==> config.mk <==
export PLATFORM = sky130hd
export DESIGN_NAME = io_csel_decoder
export DESIGN_NICKNAME = d
export VERILOG_FILES = /design/src/rtl/csd_pkg.sv /design/src/rtl/csd_cfg_regs.sv /design/src/rtl/csd_addr_match.sv /design/src/rtl/csd_strobe_qual.sv /design/src/rtl/io_csel_decoder.sv
export SDC_FILE = /design/constraint.sdc
export NUM_CORES = 1
export LEC_CHECK = 0
export BUFFER_PORTS_ARGS = -buffer_cell sky130_fd_sc_hd__buf_2
export CORE_MARGIN = 3
export CORE_UTILIZATION = 57
export CTS_BUF_LIST = sky130_fd_sc_hd__clkbuf_8
export CTS_CLUSTER_DIAMETER = 80
export DETAILED_ROUTE_END_ITERATION = 10
export GPL_TIMING_DRIVEN = 0
export PLACE_DENSITY = 0.91
export REMOVE_ABC_BUFFERS = 1
export SYNTH_ARGS = -nofsm -noshare
export SYNTH_HDL_FRONTEND = slang
export SYNTH_HIERARCHICAL = 1
export SYNTH_SLANG_ARGS = --single-unit
==> constraint.sdc <==
create_clock -name clk -period 3 [get_ports clk]
set_input_delay 0.6 -clock clk [delete_from_list [all_inputs] [get_ports clk]]
set_output_delay 0.6 -clock clk [all_outputs]
set_load 0.1 [all_outputs]
==> src/rtl/csd_pkg.sv <==
package csd_pkg;
  localparam int ADDR_W = 11;
  localparam int LO_W   = 8;
  localparam int HI_AW  = ADDR_W - LO_W;

  typedef struct packed {
    logic             pin_cs;
    logic             full_dec;
    logic             en_rd;
    logic             en_wr;
    logic             rsv;
    logic [HI_AW-1:0] a_hi;
  } hi_cfg_t;
endpackage

==> src/rtl/csd_cfg_regs.sv <==
module csd_cfg_regs
  import csd_pkg::*;
#(
  parameter int            DW     = 8,
  parameter logic [DW-1:0] LO_IDX = 8'h20,
  parameter logic [DW-1:0] HI_IDX = 8'h21
) (
  input  logic          clk,
  input  logic          rst,
  input  logic          cfg_sel,
  input  logic          cfg_we,
  input  logic [DW-1:0] cfg_wdata,
  output logic [DW-1:0] cfg_rdata,
  output logic [LO_W-1:0] lo_q,
  output hi_cfg_t       hi_q
);
  logic [DW-1:0] idx_q;
  hi_cfg_t       hi_wr;

  always_comb begin
    hi_wr     = hi_cfg_t'(cfg_wdata);
    hi_wr.rsv = 1'b0;
  end

  always_ff @(posedge clk) begin
    if (rst) begin
      idx_q <= '0;
      lo_q  <= '0;
      hi_q  <= '0;
    end else if (cfg_we) begin
      if (!cfg_sel) idx_q <= cfg_wdata;
      else if (idx_q == LO_IDX) lo_q <= cfg_wdata[LO_W-1:0];
      else if (idx_q == HI_IDX) hi_q <= hi_wr;
    end
  end

  always_comb begin
    if (!cfg_sel)               cfg_rdata = idx_q;
    else if (idx_q == LO_IDX)   cfg_rdata = DW'(lo_q);
    else if (idx_q == HI_IDX)   cfg_rdata = DW'(hi_q);
    else                        cfg_rdata = '0;
  end

  // reset clears all configuration state
  assert_reset_clear_R1: assert property (@(posedge clk)
    rst |=> (idx_q == '0 && lo_q == '0 && hi_q == '0));

  // a data write to the low register lands there
  assert_lo_write_R2: assert property (@(posedge clk) disable iff (rst)
    (cfg_we && cfg_sel && idx_q == LO_IDX) |=> lo_q == $past(cfg_wdata[LO_W-1:0]));

  // reserved bit never becomes set in storage
  assert_rsv_clear_R3: assert property (@(posedge clk) disable iff (rst)
    hi_q.rsv == 1'b0);
endmodule

==> src/rtl/csd_addr_match.sv <==
module csd_addr_match
  import csd_pkg::*;
#(
  parameter int AW = ADDR_W
) (
  input  logic          full_dec,
  input  logic [AW-1:0] addr,
  input  logic [AW-1:0] ref_addr,
  output logic          hit
);
  logic [AW-1:0] care;
  logic [AW-1:0] eq;

  assign care = {full_dec, {(AW-1){1'b1}}};

  for (genvar b = 0; b < AW; b++) begin : g_bit
    assign eq[b] = (addr[b] == ref_addr[b]) || !care[b];
  end

  assign hit = &eq;
endmodule

==> src/rtl/csd_strobe_qual.sv <==
module csd_strobe_qual (
  input  logic rd_n,
  input  logic wr_n,
  input  logic dma,
  input  logic en_rd,
  input  logic en_wr,
  output logic qual
);
  logic rd_act;
  logic wr_act;

  assign rd_act = !rd_n && en_rd;
  assign wr_act = !wr_n && en_wr;
  assign qual   = !dma && (rd_act || wr_act);
endmodule

==> src/rtl/io_csel_decoder.sv <==
module io_csel_decoder
  import csd_pkg::*;
#(
  parameter int          DW     = 8,
  parameter logic [7:0]  LO_IDX = 8'h20,
  parameter logic [7:0]  HI_IDX = 8'h21
) (
  input  logic              clk,
  input  logic              rst,
  input  logic              cfg_sel,
  input  logic              cfg_we,
  input  logic [DW-1:0]     cfg_wdata,
  output logic [DW-1:0]     cfg_rdata,
  input  logic [ADDR_W-1:0] host_addr,
  input  logic              host_rd_n,
  input  logic              host_wr_n,
  input  logic              host_dma,
  input  logic              sys_clk_pin,
  output logic              sys_clk_out,
  output logic              cs_n,
  output logic              cs_oe
);
  logic [LO_W-1:0] lo_q;
  hi_cfg_t         hi_q;
  logic            hit;
  logic            qual;

  csd_cfg_regs #(.DW(DW), .LO_IDX(DW'(LO_IDX)), .HI_IDX(DW'(HI_IDX))) u_regs (
    .clk(clk), .rst(rst), .cfg_sel(cfg_sel), .cfg_we(cfg_we),
    .cfg_wdata(cfg_wdata), .cfg_rdata(cfg_rdata), .lo_q(lo_q), .hi_q(hi_q)
  );

  csd_addr_match #(.AW(ADDR_W)) u_match (
    .full_dec(hi_q.full_dec), .addr(host_addr),
    .ref_addr({hi_q.a_hi, lo_q}), .hit(hit)
  );

  csd_strobe_qual u_qual (
    .rd_n(host_rd_n), .wr_n(host_wr_n), .dma(host_dma),
    .en_rd(hi_q.en_rd), .en_wr(hi_q.en_wr), .qual(qual)
  );

  assign cs_oe       = hi_q.pin_cs;
  assign cs_n        = !(hi_q.pin_cs && hit && qual);
  assign sys_clk_out = hi_q.pin_cs ? 1'b1 : sys_clk_pin;

  // DMA cycles never select
  assert_dma_quiet_R8: assert property (@(posedge clk) disable iff (rst)
    host_dma |-> cs_n);

  // no strobe, no select
  assert_idle_quiet_R9: assert property (@(posedge clk) disable iff (rst)
    (host_rd_n && host_wr_n) |-> cs_n);

  // clock-input mode keeps the select off and passes the pin through
  assert_clk_mode_R10: assert property (@(posedge clk) disable iff (rst)
    !cs_oe |-> (cs_n && sys_clk_out == sys_clk_pin));

  // an active select is backed by an enabled strobe
  assert_strobe_enable_R6: assert property (@(posedge clk) disable iff (rst)
    !cs_n |-> ((!host_rd_n && hi_q.en_rd) || (!host_wr_n && hi_q.en_wr)));

  // an active select implies the low address bits match
  assert_addr_match_R4: assert property (@(posedge clk) disable iff (rst)
    !cs_n |-> host_addr[9:0] == {hi_q.a_hi[1:0], lo_q});
endmodule

==> results of run 1 <==
-- cells in the final DEF, fill, tap and decap left out, drive strengths merged, types with 2 or more instances in the layout --
cell,count
nand4,2
nand2b,26
o22ai,6
xnor2,8
a21oi,9
a31oi,2
buf,37
or4b,2
dfxtp,23
nor3,3
mux2i,21
clkbuf,3
nor4b,2
nand2,18
xor2,3
nand3,2
inv,10
-- power breakdown --
group	internal, uW	switching [uW]
combinational	39.1	68.2
sequential	311	9.44
clock	91.2	92.8
total	441	170
-- worst max-delay path: stages, from the launching register on --
cell                      delay [ps]
sky130_fd_sc_hd__dfxtp_1         350
sky130_fd_sc_hd__nor4b_1         540
sky130_fd_sc_hd__nand2_1         320
sky130_fd_sc_hd__o32ai_1         280
sky130_fd_sc_hd__buf_2           470
-- state kept, by name, summed over array words and instances (netlist names) --
register / flops
u_regs/idx_q: 8
u_regs/hi_q: 7
u_regs/lo_q: 8
-- metal layers --
layer / share of wire / vias up
li1: - / 579
met1: 0.37 / 579
met2: 0.54 / 63
met3: 0.076 / 14
met4: 0.014 / 0
met5: 0 / -
-- through the flow --
stage,total power [uW],setup TNS [ps],setup WS [ps],utilization
floorplan,394.1,-2456,-1010,-
global route,637.6,0,7.068,0.7482
detailed placement,433.5,0,247.8,0.7263
CTS,614.8,0,185.2,0.7482
finish,611.6,0,191.6,0.7482
global placement,429.2,0,235.1,0.7263
-- final cells by class --
type                            instances  area [um^2]
Clock inverter                          1        3.754
Inverter                                9        33.78
Clock buffer                            3        41.29
Timing Repair Buffer                   37        185.2
Tap cell                               27        33.78
Fill cell                             155        519.2
Sequential cell                        23        460.4
Multi-Input combinational cell        111        784.5
-- worst paths after layout --
path	from	endpoint	depth (start not counted)
min	u_regs/idx_q[5]	u_regs/idx_q[5]	2
min reg2reg	u_regs/idx_q[5]	u_regs/idx_q[5]	2
max reg2reg	u_regs/idx_q[6]	u_regs/hi_q[4]	3
max	u_regs/idx_q[2]	cfg_rdata[3]	4
==> impl_table.tex, run 1 <==
\begin{tabular}{lr}
\hline
Metric & Value \\
\hline
\multicolumn{2}{l}{\textbf{Yosys}} \\
Mean instance size in the synthesized netlist & 8.643 um\^{}2 \\
Gate Count Post-Synth & 152 \\
Post-synthesis instance area & 1314 um\^{}2 \\
Warning count from the yosys run & 6 \\
\multicolumn{2}{l}{\textbf{Min path}} \\
Classification of the worst-slack hold path & flop to flop \\
\multicolumn{2}{l}{\textbf{Global route}} \\
Combined global-route utilization of all metal layers & 0.2468 \\
Final global-route overflow total & 0 \\
Met1 track demand over resource & 0.2905 \\
Initial antenna violation count & 0 \\
M3 GR Usage & 0.02493 \\
Global route hottest layer & met2 \\
Via count of the first global-routing pass & 1155 \\
Maximum number of pins on one net before global-route repair & 32 \\
Global-route wire length before repair & 5175 um \\
GR Layer Usage met2 & 0.4536 \\
\multicolumn{2}{l}{\textbf{Final layout}} \\
Post-Layout Inst Area & 1543 um\^{}2 \\
Share of layout cells above drive strength 1 & 0.2391 \\
Nets & 212 \\
Post-Layout Cell Count & 211 \\
Antenna fix cells & 0 \\
Synthesis-to-layout area growth & 17.43\% \\
\multicolumn{2}{l}{\textbf{Detailed routing}} \\
Vias per inst & 5.853 \\
Routed Antenna Nets & 0 \\
DR pass1 iterations & 4 \\
Vias post-DR & 1235 \\
Drt drc & 0 \\
WL per Instance & 15.49 um \\
Detailed-route wire length & 3269 um \\
DR iter-0 viols & 50 \\
\multicolumn{2}{l}{\textbf{Critical path}} \\
Worst EP arrival & 2210 ps \\
Critical Path End Type & output port \\
Max Fanout on Critical Path & 7 \\
Startpoint type of the worst setup path & flop \\
Critical Setup Path Class & flop to output port \\
Data required time at the worst endpoint & 2400 ps \\
Setup slack of the worst register-to-register path & 1090 ps \\
\multicolumn{2}{l}{\textbf{Clocking}} \\
Post-CTS setup repair buffer count & 0 \\
Number of sinks on the clock net & 23 \\
Clock slew at reported path FFs & 80 ps \\
Post-cts hold buffer count & 0 \\
TritonCTS clock tree & yes \\
Number of H-tree levels & 1 \\
Insertion delay of the later-clocked pin in the worst-skew pair & 260 ps \\
Num CTS Buffers & 3 \\
Number of cells upsized or downsized after cts & 0 \\
Maximum clock insertion buffer count & 2 \\
Root Buffer & sky130\_fd\_sc\_hd\_\_clkbuf\_8 \\
\multicolumn{2}{l}{\textbf{Placed design}} \\
Post-DP HPWL & 2555 um \\
Number of placed instances, taps included & 207 \\
Number of input and output port buffers inserted & 37 \\
Cell Area, Placed & 1498 um\^{}2 \\
Final weighted congestion of routability-driven global placement & 0.8194 \\
\multicolumn{2}{l}{\textbf{STA}} \\
Worst relative slew slack & 0.5393 \\
Worst slew pin tran & 690.1 ps \\
Setup repair after global routing missed its margin & no \\
Crit path time final & 2808 ps \\
Fin. Hold Viols & 0 \\
Setup clock skew after layout & 3.140 ps \\
Number of max-slew violations in the final report & 0 \\
Tcrit/Tclk final & 0.9361 \\
Final setup violation count & 0 \\
Max frequency & 356.1 MHz \\
Worst hold-check slack & 496.5 ps \\
\multicolumn{2}{l}{\textbf{Power}} \\
Total leakage power & 0.0006163 uW \\
Power density cells & 396.4 nW/um\^{}2 \\
Peak supply drop & 0.2925 mV \\
\multicolumn{2}{l}{\textbf{Job}} \\
Max cap viols & 0 \\
\multicolumn{2}{l}{\textbf{Outcome}} \\
Run status & finished clean \\
\multicolumn{2}{l}{\textbf{Floorplanning}} \\
Floorplan Core Area & 2062 um\^{}2 \\
Height of the chip & 54.01 um \\
Floorplan row count & 16 \\
I/O pin cnt & 38 \\
Die Width & 54.01 um \\
Die Footprint & 2917 um\^{}2 \\
Starting density of the core & 0.6371 \\
\hline
\end{tabular}
Power figures use the tool's default switching activity.
==> run 2, diff against run 1 <==
- ABC_AREA: not set -> 1
- CORE_UTILIZATION: 57 -> 60
- PLACE_DENSITY: 0.91 -> 0.93
==> run 2 against run 1 <==
  * Total power rose by 9.3%
  * Clock power barely moved
  * Final cell count rose by 49%
==> impl_table.tex, run 2 <==
\begin{tabular}{lr}
\hline
Metric & Value \\
\hline
\multicolumn{2}{l}{\textbf{Outcome}} \\
Run status & finished clean \\
\multicolumn{2}{l}{\textbf{Yosys}} \\
Mean instance size in the synthesized netlist & 6.251 um\^{}2 (-28\%) \\
Post-synthesis instance area & 1582 um\^{}2 (+20\%) \\
Gate Count Post-Synth & 253 (+66\%) \\
Warning count from the yosys run & 6 (unchanged) \\
\multicolumn{2}{l}{\textbf{Critical path}} \\
Setup slack of the worst register-to-register path & 1660 ps (+570 ps) \\
Critical Path End Type & output port \\
Maximum single-stage delay on the critical path & 420 ps (-120 ps) \\
Worst EP arrival & 1890 ps (-320 ps) \\
Critical Setup Path Class & flop to output port \\
Startpoint type of the worst setup path & flop \\
End of the worst register-to-register path & u\_regs/hi\_q[0] \\
Data required time at the worst endpoint & 2400 ps (about the same) \\
Max Fanout on Critical Path & 15 (+8) \\
Series of cell instances along the critical path & nand2\_2, nor2\_4, nand3\_1, nand2\_1, nand2\_1, nand2\_1, buf\_2 \\
R2R cell count & 6 (+3) \\
Library cell contributing the largest single delay on the critical path & sky130\_fd\_sc\_hd\_\_buf\_2 \\
Most common cell type on the critical path & sky130\_fd\_sc\_hd\_\_nand2\_1 \\
Reg-to-reg startpoint & u\_regs/idx\_q[0] \\
\multicolumn{2}{l}{\textbf{Clocking}} \\
Number of sinks on the clock net & 23 (unchanged) \\
Clock slew at reported path FFs & 80 ps (about the same) \\
Maximum clock insertion buffer count & 2 (unchanged) \\
Number of cells upsized or downsized after cts & 0 (unchanged) \\
Insertion delay of the later-clocked pin in the worst-skew pair & 260 ps (about the same) \\
Root Buffer & sky130\_fd\_sc\_hd\_\_clkbuf\_8 \\
Number of H-tree levels & 1 (unchanged) \\
Num CTS Buffers & 3 (unchanged) \\
TritonCTS clock tree & yes \\
Post-CTS setup repair buffer count & 0 (unchanged) \\
Post-cts hold buffer count & 0 (unchanged) \\
\multicolumn{2}{l}{\textbf{Floorplanning}} \\
I/O pin cnt & 38 (unchanged) \\
Height of the chip & 57.34 um (+6.2\%) \\
Die Width & 57.34 um (+6.2\%) \\
Floorplan Core Area & 2361 um\^{}2 (+15\%) \\
Starting density of the core & 0.6698 (+0.03271) \\
Die Footprint & 3288 um\^{}2 (+13\%) \\
Floorplan row count & 17 (+1) \\
\multicolumn{2}{l}{\textbf{Min path}} \\
Classification of the worst-slack hold path & flop to flop \\
Worst Hold Depth & 2 (unchanged) \\
Hold EP & u\_regs/idx\_q[2] \\
HP Start & u\_regs/idx\_q[2] \\
\multicolumn{2}{l}{\textbf{Placed design}} \\
Cell Area, Placed & 1725 um\^{}2 (+15\%) \\
Post-DP HPWL & 2533 um (-0.89\%) \\
Number of input and output port buffers inserted & 37 (unchanged) \\
Final weighted congestion of routability-driven global placement & 0.8324 (+1.6\%) \\
\multicolumn{2}{l}{\textbf{Detailed routing}} \\
DR iter-0 viols & 52 (+4.0\%) \\
Detailed-route wire length & 3394 um (+3.8\%) \\
Highest routed layer & met4 \\
Total routed wire length on the met1 layer & 1482 um (+21\%) \\
Amount of wire on met2 after detailed routing & 1667 um (-5.0\%) \\
WL per Instance & 10.81 um (-30\%) \\
DR pass1 iterations & 5 (+1) \\
Vias per inst & 5.022 (-14\%) \\
Routed Antenna Nets & 0 (unchanged) \\
Drt drc & 0 (unchanged) \\
Vias post-DR & 1577 (+28\%) \\
Sum of met3 wire segment lengths after detailed routing & 219 um (-11\%) \\
\multicolumn{2}{l}{\textbf{Power}} \\
Total leakage power & 0.0009552 uW (+55\%) \\
Switch Pwr & 219.0 uW (+29\%) \\
Internal power contribution & 449.6 uW (+1.9\%) \\
Switching Share & 0.3276 (+0.04898) \\
Power density cells & 377.7 nW/um\^{}2 (-4.7\%) \\
Part of the total power dissipated in the clock network & 0.279 (-0.022) \\
Peak supply drop & 0.3047 mV (+4.2\%) \\
Register share of total power & 0.482 (-0.042) \\
Portion of total power attributed to combinational logic & 0.239 (+0.064) \\
Overall power & 668.7 uW (+9.3\%) \\
\multicolumn{2}{l}{\textbf{STA}} \\
Setup clock skew after layout & 5.048 ps (+1.907 ps) \\
Worst relative slew slack & 0.5865 (+0.04720) \\
Crit path time final & 2493 ps (-315.1 ps) \\
Worst hold-check slack & 494.2 ps (-2.319 ps) \\
Final setup violation count & 0 (unchanged) \\
Worst slew pin tran & 619.5 ps (-70.54 ps) \\
Max frequency & 401.1 MHz (+13\%) \\
Number of max-slew violations in the final report & 0 (unchanged) \\
Tcrit/Tclk final & 0.8311 (-0.1050) \\
Setup repair after global routing missed its margin & no \\
Fin. Hold Viols & 0 (unchanged) \\
Summed negative setup slack over all endpoints & 0 ps (unchanged) \\
\multicolumn{2}{l}{\textbf{Final layout}} \\
Largest regs & u\_regs/idx\_q: 8 flops, u\_regs/lo\_q: 8 flops, u\_regs/hi\_q: 7 flops \\
Synthesis-to-layout area growth & 11.95\% \\
Share of layout cells above drive strength 1 & 0.2133 (-0.02584) \\
Post-Layout Inst Area & 1770 um\^{}2 (+15\%) \\
Most frequent cells in the layout & sky130\_fd\_sc\_hd\_\_nand2\_1 (83), sky130\_fd\_sc\_hd\_\_inv\_1 (44), sky130\_fd\_sc\_hd\_\_buf\_2 (37) \\
Nets & 314 (+48\%) \\
Antenna fix cells & 0 (unchanged) \\
Leading cell type in the layout, fill and taps excluded & sky130\_fd\_sc\_hd\_\_nand2\_1 \\
\multicolumn{2}{l}{\textbf{Global route}} \\
Global-route wire length before repair & 5727 um (+11\%) \\
Maximum number of pins on one net before global-route repair & 24 (-25\%) \\
Initial antenna violation count & 0 (unchanged) \\
Combined global-route utilization of all metal layers & 0.2173 (-0.02957) \\
Final global-route overflow total & 0 (unchanged) \\
Via count of the first global-routing pass & 1405 (+22\%) \\
\multicolumn{2}{l}{\textbf{Job}} \\
Max cap viols & 0 (unchanged) \\
\hline
\end{tabular}
[run 2: how the worst max path moves through the flow]
stage                          startpoint           end  slack, ps  depth (start not counted)
after floorplan            u_regs/hi_q[7]          cs_n        400                          1
after global placement    u_regs/idx_q[0]  cfg_rdata[2]        830                          7
after detailed placement  u_regs/idx_q[1]  cfg_rdata[2]        800                          8
after CTS                 u_regs/idx_q[1]  cfg_rdata[2]        500                          8
after global routing      u_regs/idx_q[1]  cfg_rdata[2]        380                          8
final                     u_regs/idx_q[0]  cfg_rdata[2]        510                          7
[run 2: final cells by class]
class	count	area (um^2)
Multi-Input combinational cell	175	865.8
Fill cell	229	590.6
Sequential cell	23	460.4
Timing Repair Buffer	37	185.2
Inverter	47	178.9
Clock buffer	3	41.29
Tap cell	28	35.03
Clock inverter	1	3.754
[run 2: per-stage QoR]
step | std cells | utilization | setup slack [ps]
global placement | 310 | 0.7308 | 832.5
finish | 314 | 0.7499 | 506.7
floorplan | 245 | - | 398.9
CTS | 314 | 0.7499 | 504.4
detailed placement | 310 | 0.7308 | 803.1
global route | 314 | 0.7499 | 380.3
[run 2: power by group through the flow]
stage          logic [uW]  clock network, uW  registers [uW]
2_1_floorplan         117                  0             328
4_1_cts               160                190             322
3_5_place_dp          159                  0             329
3_3_place_gp          157                  0             329
6_report              160                186             322
5_1_grt               175                204             324
[run 2: per-layer routing]
metal,track usage,vias to the layer above
met3,0.03620,3
met2,0.3790,54
met5,0,-
met4,0.07285,0
li1,-,828
met1,0.2682,692
[run 2: worst max-delay path, delay by kind of cell (launching register included)]
kind                   cells  cell delay, ps
flip-flops                 1             400
AND/OR/NAND/NOR            6             800
buffers and inverters      1             420
